$ cat src/rtl/fsr_pkg.sv
package fsr_pkg;

    typedef enum logic {
        MODE_ARRAY  = 1'b0,
        MODE_STATUS = 1'b1
    } rd_mode_e;

    localparam int unsigned SR_W = 8;

    localparam logic [7:0] CMD_RD_ARRAY  = 8'hA0;
    localparam logic [7:0] CMD_RD_STATUS = 8'hA1;
    localparam logic [7:0] CMD_CLR_STAT  = 8'hA2;
    localparam logic [7:0] CMD_PROGRAM   = 8'hB0;
    localparam logic [7:0] CMD_ERASE     = 8'hB1;
    localparam logic [7:0] CMD_LOCK      = 8'hB2;

    localparam logic [SR_W-1:0] SR_RESET = 8'h80;

    // bit positions inside the status byte
    localparam int unsigned BIT_READY   = 7;
    localparam int unsigned BIT_ESUSP   = 6;
    localparam int unsigned BIT_EFAIL   = 5;
    localparam int unsigned BIT_PFAIL   = 4;
    localparam int unsigned BIT_VOLT    = 3;
    localparam int unsigned BIT_PSUSP   = 2;
    localparam int unsigned BIT_LOCKERR = 1;

    localparam logic [SR_W-1:0] STICKY_MASK = 8'b0011_1010;

    typedef struct packed {
        logic erase;
        logic prog;
        logic seq;
        logic volt;
        logic lock;
    } err_pulse_t;

    function automatic logic enters_status(input logic [7:0] code);
        return (code == CMD_RD_STATUS) || (code == CMD_PROGRAM) ||
               (code == CMD_ERASE)     || (code == CMD_LOCK);
    endfunction

    function automatic logic is_known(input logic [7:0] code);
        return enters_status(code) || (code == CMD_RD_ARRAY) ||
               (code == CMD_CLR_STAT);
    endfunction

endpackage

$ cat src/rtl/fsr_cmd_decode.sv
module fsr_cmd_decode
    import fsr_pkg::*;
(
    input  logic       clk,
    input  logic       rst,
    input  logic       cmd_wr,
    input  logic [7:0] cmd_code,
    output rd_mode_e   mode,
    output logic       clr_err
);

    rd_mode_e mode_q;

    always_ff @(posedge clk) begin
        if (rst) begin
            mode_q <= MODE_ARRAY;
        end else if (cmd_wr) begin
            if (enters_status(cmd_code))
                mode_q <= MODE_STATUS;
            else if (cmd_code == CMD_RD_ARRAY)
                mode_q <= MODE_ARRAY;
        end
    end

    assign mode    = mode_q;
    assign clr_err = cmd_wr && (cmd_code == CMD_CLR_STAT);


    program_to_status_chk: assert property (@(posedge clk) disable iff (rst)
        (cmd_wr && cmd_code == CMD_PROGRAM) |=> mode_q == MODE_STATUS);


    unknown_cmd_hold_chk: assert property (@(posedge clk) disable iff (rst)
        (cmd_wr && !is_known(cmd_code)) |=> $stable(mode_q));

endmodule

$ cat src/rtl/fsr_status_reg.sv
module fsr_status_reg
    import fsr_pkg::*;
(
    input  logic            clk,
    input  logic            rst,
    input  logic            busy,
    input  logic            ers_susp,
    input  logic            prg_susp,
    input  err_pulse_t      errs,
    input  logic            clr_err,
    output logic [SR_W-1:0] sr
);

    logic [SR_W-1:0] set_v;
    logic [SR_W-1:0] sticky_q;

    always_comb begin
        set_v              = '0;
        set_v[BIT_EFAIL]   = errs.erase | errs.seq;
        set_v[BIT_PFAIL]   = errs.prog  | errs.seq;
        set_v[BIT_VOLT]    = errs.volt;
        set_v[BIT_LOCKERR] = errs.lock;
    end

    for (genvar b = 0; b < SR_W; b++) begin : g_bit
        if (STICKY_MASK[b]) begin : g_sticky
            always_ff @(posedge clk) begin
                if (rst || clr_err)
                    sticky_q[b] <= 1'b0;
                else if (set_v[b])
                    sticky_q[b] <= 1'b1;
            end
        end else begin : g_live
            assign sticky_q[b] = 1'b0;
        end
    end

    always_comb begin
        sr            = sticky_q;
        sr[BIT_READY] = ~busy;
        sr[BIT_ESUSP] = ers_susp;
        sr[BIT_PSUSP] = prg_susp;
    end


    efail_sticky_chk: assert property (@(posedge clk) disable iff (rst)
        (sticky_q[BIT_EFAIL] && !clr_err) |=> sticky_q[BIT_EFAIL]);


    clear_drops_errors_chk: assert property (@(posedge clk) disable iff (rst)
        clr_err |=> (sticky_q & STICKY_MASK) == '0);

endmodule

$ cat src/rtl/fsr_capture.sv
module fsr_capture
    import fsr_pkg::*;
#(
    parameter int unsigned OFF_W = 2
) (
    input  logic             clk,
    input  logic             rst,
    input  logic             sync_mode,
    input  logic             ce_n,
    input  logic             oe_n,
    input  logic             adv_n,
    input  logic [OFF_W-1:0] word_off,
    input  logic [SR_W-1:0]  sr_in,
    output logic [SR_W-1:0]  snap,
    output logic [OFF_W-1:0] snap_off
);

    logic ce_q, oe_q, adv_q;
    logic async_cap, sync_cap, cap;
    logic [SR_W-1:0]  snap_q;
    logic [OFF_W-1:0] off_q;

    always_ff @(posedge clk) begin
        if (rst) begin
            ce_q  <= 1'b1;
            oe_q  <= 1'b1;
            adv_q <= 1'b1;
        end else begin
            ce_q  <= ce_n;
            oe_q  <= oe_n;
            adv_q <= adv_n;
        end
    end

    // first strobe fall after both were released
    assign async_cap = ce_q && oe_q && !(ce_n && oe_n);
    assign sync_cap  = (ce_q && !ce_n) || (adv_q && !adv_n);
    assign cap       = sync_mode ? sync_cap : async_cap;

    always_ff @(posedge clk) begin
        if (rst) begin
            snap_q <= SR_RESET;
            off_q  <= '0;
        end else if (cap) begin
            snap_q <= sr_in;
            off_q  <= word_off;
        end
    end

    assign snap     = snap_q;
    assign snap_off = off_q;


    async_first_edge_chk: assert property (@(posedge clk) disable iff (rst)
        (!sync_mode && ce_q && oe_q && !(ce_n && oe_n)) |=> snap_q == $past(sr_in));


    burst_hold_chk: assert property (@(posedge clk) disable iff (rst)
        (sync_mode && !(ce_q && !ce_n) && !(adv_q && !adv_n)) |=> $stable(snap_q));

endmodule

$ cat src/rtl/fsr_read_ctrl.sv
module fsr_read_ctrl
    import fsr_pkg::*;
#(
    parameter int unsigned DATA_W = 16,
    parameter int unsigned OFF_W  = 2
) (
    input  logic              clk,
    input  logic              rst,
    input  logic              cmd_wr,
    input  logic [7:0]        cmd_code,
    input  logic              busy,
    input  logic              ers_susp,
    input  logic              prg_susp,
    input  logic              err_erase,
    input  logic              err_prog,
    input  logic              err_seq,
    input  logic              err_volt,
    input  logic              err_lock,
    input  logic              ce_n,
    input  logic              oe_n,
    input  logic              adv_n,
    input  logic              sync_mode,
    input  logic [OFF_W-1:0]  word_off,
    input  logic [DATA_W-1:0] arr_data,
    output logic [DATA_W-1:0] dq_o,
    output logic              dq_en
);

    localparam int unsigned PAD_W = DATA_W - SR_W;

    rd_mode_e         mode;
    logic             clr_err;
    err_pulse_t       errs;
    logic [SR_W-1:0]  sr_now;
    logic [SR_W-1:0]  snap;
    logic [OFF_W-1:0] snap_off;
    logic             word_ok;

    assign errs = '{erase: err_erase, prog: err_prog, seq: err_seq,
                    volt: err_volt, lock: err_lock};

    fsr_cmd_decode u_dec (
        .clk      (clk),
        .rst      (rst),
        .cmd_wr   (cmd_wr),
        .cmd_code (cmd_code),
        .mode     (mode),
        .clr_err  (clr_err)
    );

    fsr_status_reg u_sr (
        .clk      (clk),
        .rst      (rst),
        .busy     (busy),
        .ers_susp (ers_susp),
        .prg_susp (prg_susp),
        .errs     (errs),
        .clr_err  (clr_err),
        .sr       (sr_now)
    );

    fsr_capture #(.OFF_W(OFF_W)) u_cap (
        .clk      (clk),
        .rst      (rst),
        .sync_mode(sync_mode),
        .ce_n     (ce_n),
        .oe_n     (oe_n),
        .adv_n    (adv_n),
        .word_off (word_off),
        .sr_in    (sr_now),
        .snap     (snap),
        .snap_off (snap_off)
    );

    // in page reads only the captured word carries status
    assign word_ok = sync_mode || (word_off == snap_off);

    always_comb begin
        if (mode == MODE_STATUS)
            dq_o = word_ok ? {{PAD_W{1'b0}}, snap} : '0;
        else
            dq_o = arr_data;
    end

    assign dq_en = !ce_n && !oe_n;


    status_upper_zero_chk: assert property (@(posedge clk) disable iff (rst)
        (mode == MODE_STATUS && dq_en) |-> dq_o[DATA_W-1:SR_W] == '0);


    bus_release_chk: assert property (@(posedge clk) disable iff (rst)
        (ce_n || oe_n) |-> !dq_en);

endmodule

$ cat config.mk
export PLATFORM = sky130hd
export DESIGN_NAME = fsr_read_ctrl
export DESIGN_NICKNAME = d
export VERILOG_FILES = /design/src/rtl/fsr_pkg.sv /design/src/rtl/fsr_cmd_decode.sv /design/src/rtl/fsr_status_reg.sv /design/src/rtl/fsr_capture.sv /design/src/rtl/fsr_read_ctrl.sv
export SDC_FILE = /design/constraint.sdc
export NUM_CORES = 1
export LEC_CHECK = 0
export CORE_MARGIN = 4
export CORE_UTILIZATION = 40
export CTS_BUF_LIST = sky130_fd_sc_hd__clkbuf_4 sky130_fd_sc_hd__clkbuf_8
export DETAILED_ROUTE_END_ITERATION = 16
export GPL_ROUTABILITY_DRIVEN = 0
export MAX_ROUTING_LAYER = met4
export PLACE_DENSITY = 0.78
export SYNTH_ARGS = -nofsm -noshare
export SYNTH_HDL_FRONTEND = slang
export SYNTH_SLANG_ARGS = --single-unit
$ cat constraint.sdc
create_clock -name clk -period 3.8 [get_ports clk]
set_input_delay 0.76 -clock clk [delete_from_list [all_inputs] [get_ports clk]]
set_output_delay 0.76 -clock clk [all_outputs]
set_load 0.02 [all_outputs]
=== Word-level counts from Yosys, hierarchy flattened ===
Cells that the tools add are included.

* Register bits: 17
* Memories kept: 0
* Logic and storage cells: 44
* RAM bits: 0
* Bits in latches: 0
* Memory bits (read-only): 0

* Muxes and demuxes: 5
* Div/mod/pow operators: 0
* Multiply operators: 0
* Bitwise operators: 3
* Equal/unequal tests: 7
* Add/subtract/negate cells: 0
* Shift-type cells: 0
* Reduce and logical (&&, ||, !) cells: 19
* Magnitude comparators: 0

{| class="wikitable"
|+ Operator list
! operator !! number
|-
| 8-bit equality test, second input constant || 6
|-
| 16-bit 2-to-1 mux || 1
|-
| 8-bit 2-to-1 mux || 1
|-
| 1-bit logical AND || 7
|-
| 1-bit logical OR || 6
|-
| 1-bit zero test || 4
|-
| 1-bit 2-to-1 mux || 3
|-
| 2-bit equality test || 1
|-
| 1-bit OR || 2
|-
| 2-bit AND reduction || 1
|-
| 2-bit nonzero test || 1
|-
| 1-bit NOT || 1
|}

=== Longest topological paths before layout ===
Gate-level depths: netlist (run 1).

* Word-level depth: 6
* Gate-level depth with buffers: 6
* Gate-level depth less buffers: 3

=== Hierarchy ===
A second synthesis (run 1) with hierarchy kept.

* Cell total of the unflattened synthesis: 111
* Area total of the unflattened synthesis: 1029.7 um2

{| class="wikitable"
|+ By module, submodules not included
! module !! cells an instance !! instances !! area each (um2)
|-
| fsr_capture || 56 || 1 || 531.8
|-
| fsr_read_ctrl || 31 || 1 || 262.8
|-
| fsr_status_reg || 14 || 1 || 153.9
|-
| fsr_cmd_decode || 10 || 1 || 81.3
|}

=== Worst setup path before layout (run 1) ===
No wires, ideal clock.

* Path type: input to output
* From: input sync_mode
* To: output dq_o[1]
* Setup slack: 1.489 ns
* Arrival: 1.551 ns
* Stages: 4
* Buffers on the path: 1
* Cells stage by stage: buf_2 nand2b_1 a21oi_1 nor2_1

* Word-level cells in the longest chain between the ends: 3

{| class="wikitable"
|+ Ends and longest elaborated chain
! item !! RTL line !! text
|-
| start: declaration || fsr_read_ctrl.sv:22 || <nowiki>input logic sync_mode,</nowiki>
|-
| 1-bit logical OR || fsr_read_ctrl.sv:76 || <nowiki>assign word_ok = sync_mode || (word_off == snap_off);</nowiki>
|-
| 8-bit 2-to-1 mux || fsr_read_ctrl.sv:80 || <nowiki>dq_o = word_ok ? {{PAD_W{1'b0}}, snap} : '0;</nowiki>
|-
| 16-bit 2-to-1 mux || fsr_read_ctrl.sv:79 || <nowiki>if (mode == MODE_STATUS)</nowiki>
|-
| end: declaration || fsr_read_ctrl.sv:25 || <nowiki>output logic [DATA_W-1:0] dq_o,</nowiki>
|}

Every way passes these cells.

=== Worst setup path after layout (run 1) ===
* From: input word_off[1]
* To: output dq_o[1]

* Word-level cells in the longest chain between the ends: 4

{| class="wikitable"
|+ Ends and longest elaborated chain
! item !! RTL line !! text
|-
| start: declaration || fsr_read_ctrl.sv:23 || <nowiki>input logic [OFF_W-1:0] word_off,</nowiki>
|-
| 2-bit equality test || fsr_read_ctrl.sv:76 ||
|-
| 1-bit logical OR || fsr_read_ctrl.sv:76 ||
|-
| 8-bit 2-to-1 mux || fsr_read_ctrl.sv:80 ||
|-
| 16-bit 2-to-1 mux || fsr_read_ctrl.sv:79 ||
|}

Every way passes these cells.

==> results.sh, run 1 <==
export IMPL_drc=0
export IMPL_port_buffers=57
export IMPL_fillers=255
export IMPL_setup_violations_final=0
export IMPL_grt_pass1_vias=1356
export IMPL_peakVddDrop_uv=280
export IMPL_power_frac_seq_pct=44.2
export IMPL_netlist_area_sq_um=1230
export IMPL_grt_ovfl_total=0
export IMPL_path_depth=5
export IMPL_drtIter0Drc=73
export IMPL_critPathMaxFanout=7
export IMPL_cts_resized=0
export IMPL_relSlewSlack_pct=18.3
export IMPL_core_area_sq_um=2850
export IMPL_worst_path_buf_inv=2
export IMPL_ctsHoldBuffers=0
export IMPL_cp_slowest_stage_delay_ps=570
export IMPL_grt_pass1_wl_mm=6.33
export IMPL_cp_top_family="buffers and inverters"
export IMPL_holdPathStages=2
export IMPL_synth_area_leaders="dfxtp_1 28%, nor3b_1 9.7%, mux2i_1 6.5%"
export IMPL_yosysMostFrequentCell="dfxtp_1"
export IMPL_fmax_mhz=303
export IMPL_crit_type="in2out"
export IMPL_clkSlewWorstSetupHoldPaths_ps=120
export IMPL_grt_max_degree=37
export IMPL_gr_usage_all_layers_pct=19.5
export IMPL_syn_mean_instance_area_sq_um=7.90
export IMPL_synthCells=156
export IMPL_static_leakage_power_uw=0.000621
export IMPL_synth_ff_type="dfxtp_1"
export IMPL_period_share_pct=86.8
export IMPL_synth_nets=197
export IMPL_fin_hold_ws_ps=530
export IMPL_start_util_pct=43.2
export IMPL_drt_wirelength_per_cell_um=16.2
export IMPL_powerDensity_nw_per_um2=249
export IMPL_rr_worst_depth=3
export IMPL_pwr_share_clk_pct=23.9
export IMPL_antenna_found_initial=0
export IMPL_ys_seq_elements=17
export IMPL_antenna_cells=0
export IMPL_dieArea_sq_um=4030
export IMPL_die_x_um=63.5
export IMPL_hold_violations=0
export IMPL_ys_seq_area_share_pct=27.6
export IMPL_p_sw_uw=143
export IMPL_final_cells=237
export IMPL_crit_chain="clkdlybuf4s50_1, xnor2_1, a21oi_1, nor2_1, clkdlybuf4s50_1"
export IMPL_synth_cell_types=32
export IMPL_slew_violations=0
export IMPL_cts_tree="done"
export IMPL_cts_made_buffers=3
export IMPL_vias=1402
export IMPL_ant_nets=0
export IMPL_synth_edff_count=0
export IMPL_async_reset_ff_share_pct=0
export IMPL_fin_skew_ps=8.80
export IMPL_clock_latency_ps=310
export IMPL_path_common_cell="clkdlybuf4s50_1"
export IMPL_drtPass1Iterations=4
export IMPL_viasPerCell=5.92
export IMPL_dp_cells=233
export IMPL_seqCellArea_sq_um=340
export IMPL_synthToLayoutAreaGrowth_pct=47.7
export IMPL_slowest_stage="clkdlybuf4s50_1"
export IMPL_internal_power_uw=310
export IMPL_synthTopCellsByCount="17 x dfxtp_1, 16 x nor3b_1, 11 x nand2_1, 11 x nor2_1, 10 x nor2b_1"
export IMPL_yosysWarningCount=0
export IMPL_drt_wl_total_mm=3.84
export IMPL_cts_sinks=17
export IMPL_status="finished, final reports clean"
export IMPL_drive_above_1_share_pct=6.80
export IMPL_postCtsSetupBuffers=0
export IMPL_start_kind="primary input"
export IMPL_layout_min_cycle_time_ps=3300
export IMPL_setup_tns_ps=0
export IMPL_cts_root_buf="clkbuf_4"
export IMPL_clock_path_buffers=2
export IMPL_ios=58
export IMPL_htreeDepth=1
export IMPL_die_y_um=63.5
export IMPL_cp_required_ps=3040
export IMPL_num_nets_final=248
export IMPL_drv_cap=0
export IMPL_rsz0062_at_grt="false"
export IMPL_multi_input_area_sq_um=811
export IMPL_dp_hpwl_mm=2.81
export IMPL_min_path_type="reg2reg"
export IMPL_tightest_slew_ps=1220
export IMPL_switching_share_pct=31.6
export IMPL_synth_top_cell_by_area="dfxtp_1"
export IMPL_cp_arrival_ps=2540
export IMPL_rows=19
export IMPL_synth_top_area_share_pct=27.6
export IMPL_fin_util_pct=63.8
export IMPL_crit_path_end_kind="primary output"
export IMPL_p_comb_share_pct=31.9
[layer usage]
layer	wire length, um	track usage, %
met4	8	1.35
met3	235	4.97
met1	1580	23.2
met5	0	-
met2	2010	34.3
[worst paths after layout]
| check | startpoint | to | slack [ps] |
|---|---|---|---|
| max | word_off[1] | dq_o[1] | 500 |
| min | u_sr.sr[1] | u_sr.sr[1] | 530 |
| max reg2reg | u_cap.adv_q | u_cap.snap[7] | 2030 |
| min reg2reg | u_sr.sr[1] | u_sr.sr[1] | 530 |
[metrics by stage]
| step | total power, uW | instance area [sq um] | setup WS, ps |
|---|---|---|---|
| 4_1_cts | 453 | 1820 | 486 |
| 6_report | 453 | 1820 | 501 |
| 2_1_floorplan | 274 | 1230 | 1490 |
| 3_3_place_gp | 343 | 1790 | 513 |
| 5_1_grt | 475 | 1820 | 335 |
| 3_5_place_dp | 348 | 1790 | 493 |
[power by group through the flow]
stage | combinational, uW | clock (uW) | sequential, uW
floorplan | 73.0 | 0 | 201
global placement | 140 | 0 | 204
detailed placement | 144 | 0 | 204
CTS | 145 | 108 | 200
global route | 156 | 116 | 202
finish | 145 | 108 | 200
[flip-flops by register name (all words and copies together) (netlist names)]
register,count
u_cap.adv_q,1
u_dec.mode,1
u_cap.oe_q,1
u_cap.snap,7
u_sr.sr,4
u_cap.ce_q,1
u_cap.snap_off,2
[cell type report]
type | instances | area share, %
clock buffer | 3 | 1.24
clock inverter | 1 | 0.412
sequential | 17 | 18.7
multi-input combinational | 123 | 44.5
timing repair buffer | 60 | 32.6
tap | 31 | 2.13
inverter | 2 | 0.412
[logic make-up (layout without fill, tap and decap cells)]
logic type	Yosys count	in the layout	synth area share (%)
AO/OA/AOI/OAI	21	21	12.4
XOR/XNOR	2	2	1.42
buffers and inverters	16	66	6.60
flip-flops	17	17	27.6
multiplexers	8	8	6.50
AND/OR/NAND/NOR	92	92	45.5
[worst min-delay path, stage by stage, from the launching register on]
cell and delay [ps]:
dfxtp_1 340, nor2_1 110, nor3_1 50
[cell usage in the layout (no fill, tap or decap), drive strengths merged]
cell type / Yosys / final
inv: 2 / 2
clkbuf: 5 / 3
or4: 8 / 8
nand3: 8 / 8
buf: 9 / 3
nor2b: 11 / 11
nand2b: 3 / 3
or4b: 1 / 1
o2111ai: 8 / 8
dfxtp: 17 / 17
a21oi: 1 / 1
clkinvlp: 0 / 1
and2: 2 / 2
o2111a: 1 / 1
o311ai: 1 / 1
nand4: 8 / 8
xnor2: 2 / 2
nand2: 11 / 11
clkdlybuf4s50: 0 / 57
mux2i: 8 / 8
a2111oi: 1 / 1
nor2: 11 / 11
or2: 3 / 3
nor3b: 16 / 16
nor4: 3 / 3
nor3: 6 / 6
nor4b: 1 / 1
o41ai: 1 / 1
o21ai: 8 / 8
No activity file was read; power rests on OpenSTA's default activity.
==> inputs of run 2 (changes only) <==
--- a/config.mk
+++ b/config.mk
@@ -6,12 +6,13 @@
 export NUM_CORES = 1
 export LEC_CHECK = 0
 export CORE_MARGIN = 4
-export CORE_UTILIZATION = 40
+export CORE_UTILIZATION = 45
 export CTS_BUF_LIST = sky130_fd_sc_hd__clkbuf_4 sky130_fd_sc_hd__clkbuf_8
 export DETAILED_ROUTE_END_ITERATION = 16
 export GPL_ROUTABILITY_DRIVEN = 0
 export MAX_ROUTING_LAYER = met4
-export PLACE_DENSITY = 0.78
+export PLACE_DENSITY = 0.87
+export SLEW_MARGIN = 20
 export SYNTH_ARGS = -nofsm -noshare
 export SYNTH_HDL_FRONTEND = slang
 export SYNTH_SLANG_ARGS = --single-unit
==> run 2 against run 1 <==
Die area shrank 9.7%. Sequential power is essentially flat. Total power shrank 1.3%. Critical endpoint is now dq_o[3]. Sequential share of layout area is essentially flat. Non-clock buffer count is the same. Critical path depth is the same. Via count grew 0.57%. Clock skew shrank 5.3 ps.
==> results.sh, run 2 (synthesis results as in run 1) <==
export IMPL_cp_slowest_stage_delay_ps=560
export IMPL_crit_path_end_kind="primary output"
export IMPL_powerDensity_nw_per_um2=246
export IMPL_drive_above_1_share_pct=6.80
export IMPL_grt_pass1_vias=1295
export IMPL_core_area_sq_um=2540
export IMPL_setup_violations_final=0
export IMPL_largest_reg_flops=7
export IMPL_die_x_um=60.3
export IMPL_clock_path_buffers=2
export IMPL_htreeDepth=1
export IMPL_period_share_pct=86.4
export IMPL_cp_arrival_ps=2520
export IMPL_rr_worst_depth=3
export IMPL_critical_path_endpoint="dq_o[3]"
export IMPL_dp_hpwl_mm=2.72
export IMPL_fmax_mhz=304
export IMPL_start_kind="primary input"
export IMPL_synthToLayoutAreaGrowth_pct=47.6
export IMPL_stdcell_area_sq_um=1820
export IMPL_cts_sinks=17
export IMPL_cts_resized=0
export IMPL_grt_pass1_wl_mm=6.06
export IMPL_num_nets_final=248
export IMPL_cts_tree="done"
export IMPL_crit_type="in2out"
export IMPL_fin_skew_ps=3.47
export IMPL_drt_wirelength_per_cell_um=15.6
export IMPL_port_buffers=57
export IMPL_ctsHoldBuffers=0
export IMPL_slowest_stage="clkdlybuf4s50_1"
export IMPL_layout_min_cycle_time_ps=3280
export IMPL_min_path_type="reg2reg"
export IMPL_grt_max_degree=37
export IMPL_static_leakage_power_uw=0.000621
export IMPL_vias=1410
export IMPL_crit_chain="clkdlybuf4s50_1, xnor2_1, a21oi_1, nor2_1, clkdlybuf4s50_1"
export IMPL_peakVddDrop_uv=288
export IMPL_tightest_slew_ps=1090
export IMPL_dieArea_sq_um=3640
export IMPL_cts_root_buf="clkbuf_4"
export IMPL_reg2reg_from="u_cap.adv_q"
export IMPL_antenna_found_initial=0
export IMPL_reg2reg_slack_ps=2140
export IMPL_hold_violations=0
export IMPL_path_common_cell="clkdlybuf4s50_1"
export IMPL_start_util_pct=48.4
export IMPL_postCtsSetupBuffers=0
export IMPL_drc=0
export IMPL_drtIter0Drc=81
export IMPL_drtPass1Iterations=4
export IMPL_fin_hold_ws_ps=518
export IMPL_clkSlewWorstSetupHoldPaths_ps=110
export IMPL_status="finished, final reports clean"
export IMPL_viasPerCell=5.97
export IMPL_ant_nets=0
export IMPL_final_cell_mix="57 x clkdlybuf4s50_1, 17 x dfxtp_1, 16 x nor3b_1"
export IMPL_clock_latency_ps=300
export IMPL_die_y_um=60.3
export IMPL_critPathMaxFanout=7
export IMPL_rows=18
export IMPL_setup_tns_ps=0
export IMPL_rsz0062_at_grt="false"
export IMPL_drv_cap=0
export IMPL_relSlewSlack_pct=27.1
export IMPL_layout_cells_most_common="clkdlybuf4s50_1"
export IMPL_ios=58
export IMPL_place_area_sq_um=1790
export IMPL_cp_required_ps=3040
export IMPL_gr_usage_all_layers_pct=22.3
export IMPL_reg2reg_to="u_cap.snap[7]"
export IMPL_slew_violations=0
export IMPL_grt_ovfl_total=0
export IMPL_drt_wl_total_mm=3.67
export IMPL_setup_worst_path_start="word_off[1]"
export IMPL_antenna_cells=0
export IMPL_cts_made_buffers=3
==> run 2: per-stage QoR <==
step	util, %	total power (uW)	worst slack (ps)	instances
6_report	71.5	447	515	236
5_1_grt	71.5	469	379	236
4_1_cts	71.5	450	492	236
3_5_place_dp	70.3	348	488	232
3_3_place_gp	70.3	342	520	232
2_1_floorplan	-	274	1490	156
==> run 2: how the worst min path moves through the flow <==
stage / startpoint / endpoint / slack [ps] / cells after the start
after CTS: u_sr.sr[3] / u_sr.sr[3] / 520 / 2
final: u_sr.sr[3] / u_sr.sr[3] / 520 / 2
after floorplan: u_sr.sr[1] / u_sr.sr[1] / 480 / 2
after global placement: u_sr.sr[3] / u_sr.sr[3] / 490 / 2
after detailed placement: u_sr.sr[3] / u_sr.sr[3] / 500 / 2
after global routing: u_sr.sr[3] / u_sr.sr[3] / 580 / 2
==> run 2: metal layers <==
| layer | vias up | part of all wire, % | GRT usage [%] |
|---|---|---|---|
| li1 | 682 | - | - |
| met1 | 672 | 39 | 27.1 |
| met2 | 54 | 53 | 39.4 |
| met3 | 2 | 7.0 | 3.62 |
| met4 | 0 | 0.54 | 3.80 |
| met5 | - | 0 | - |
==> run 2: cell type report <==
cell class / instances / area, sq um
repair buffers: 60 / 593
well taps: 30 / 37.5
inverters: 2 / 7.51
fillers: 213 / 726
clock inverters: 1 / 7.51
multi-input cells: 123 / 811
clock buffers: 3 / 22.5
flip-flops and latches: 17 / 340
==> run 2: power by group <==
group	total (uW)	internal [uW]	switching (uW)
registers	200	191	9.36
logic	144	78.7	65.5
clock network	103	40.1	62.6
total	447	310	138
==> run 2: critical path: cells and delay by family <==
family / cells / cell delay [ps]
AOI/OAI and AO/OA: 1 / 490
buffers and inverters: 2 / 1010
xor gates and xnor gates: 1 / 140
and+or+nand+nor: 1 / 120
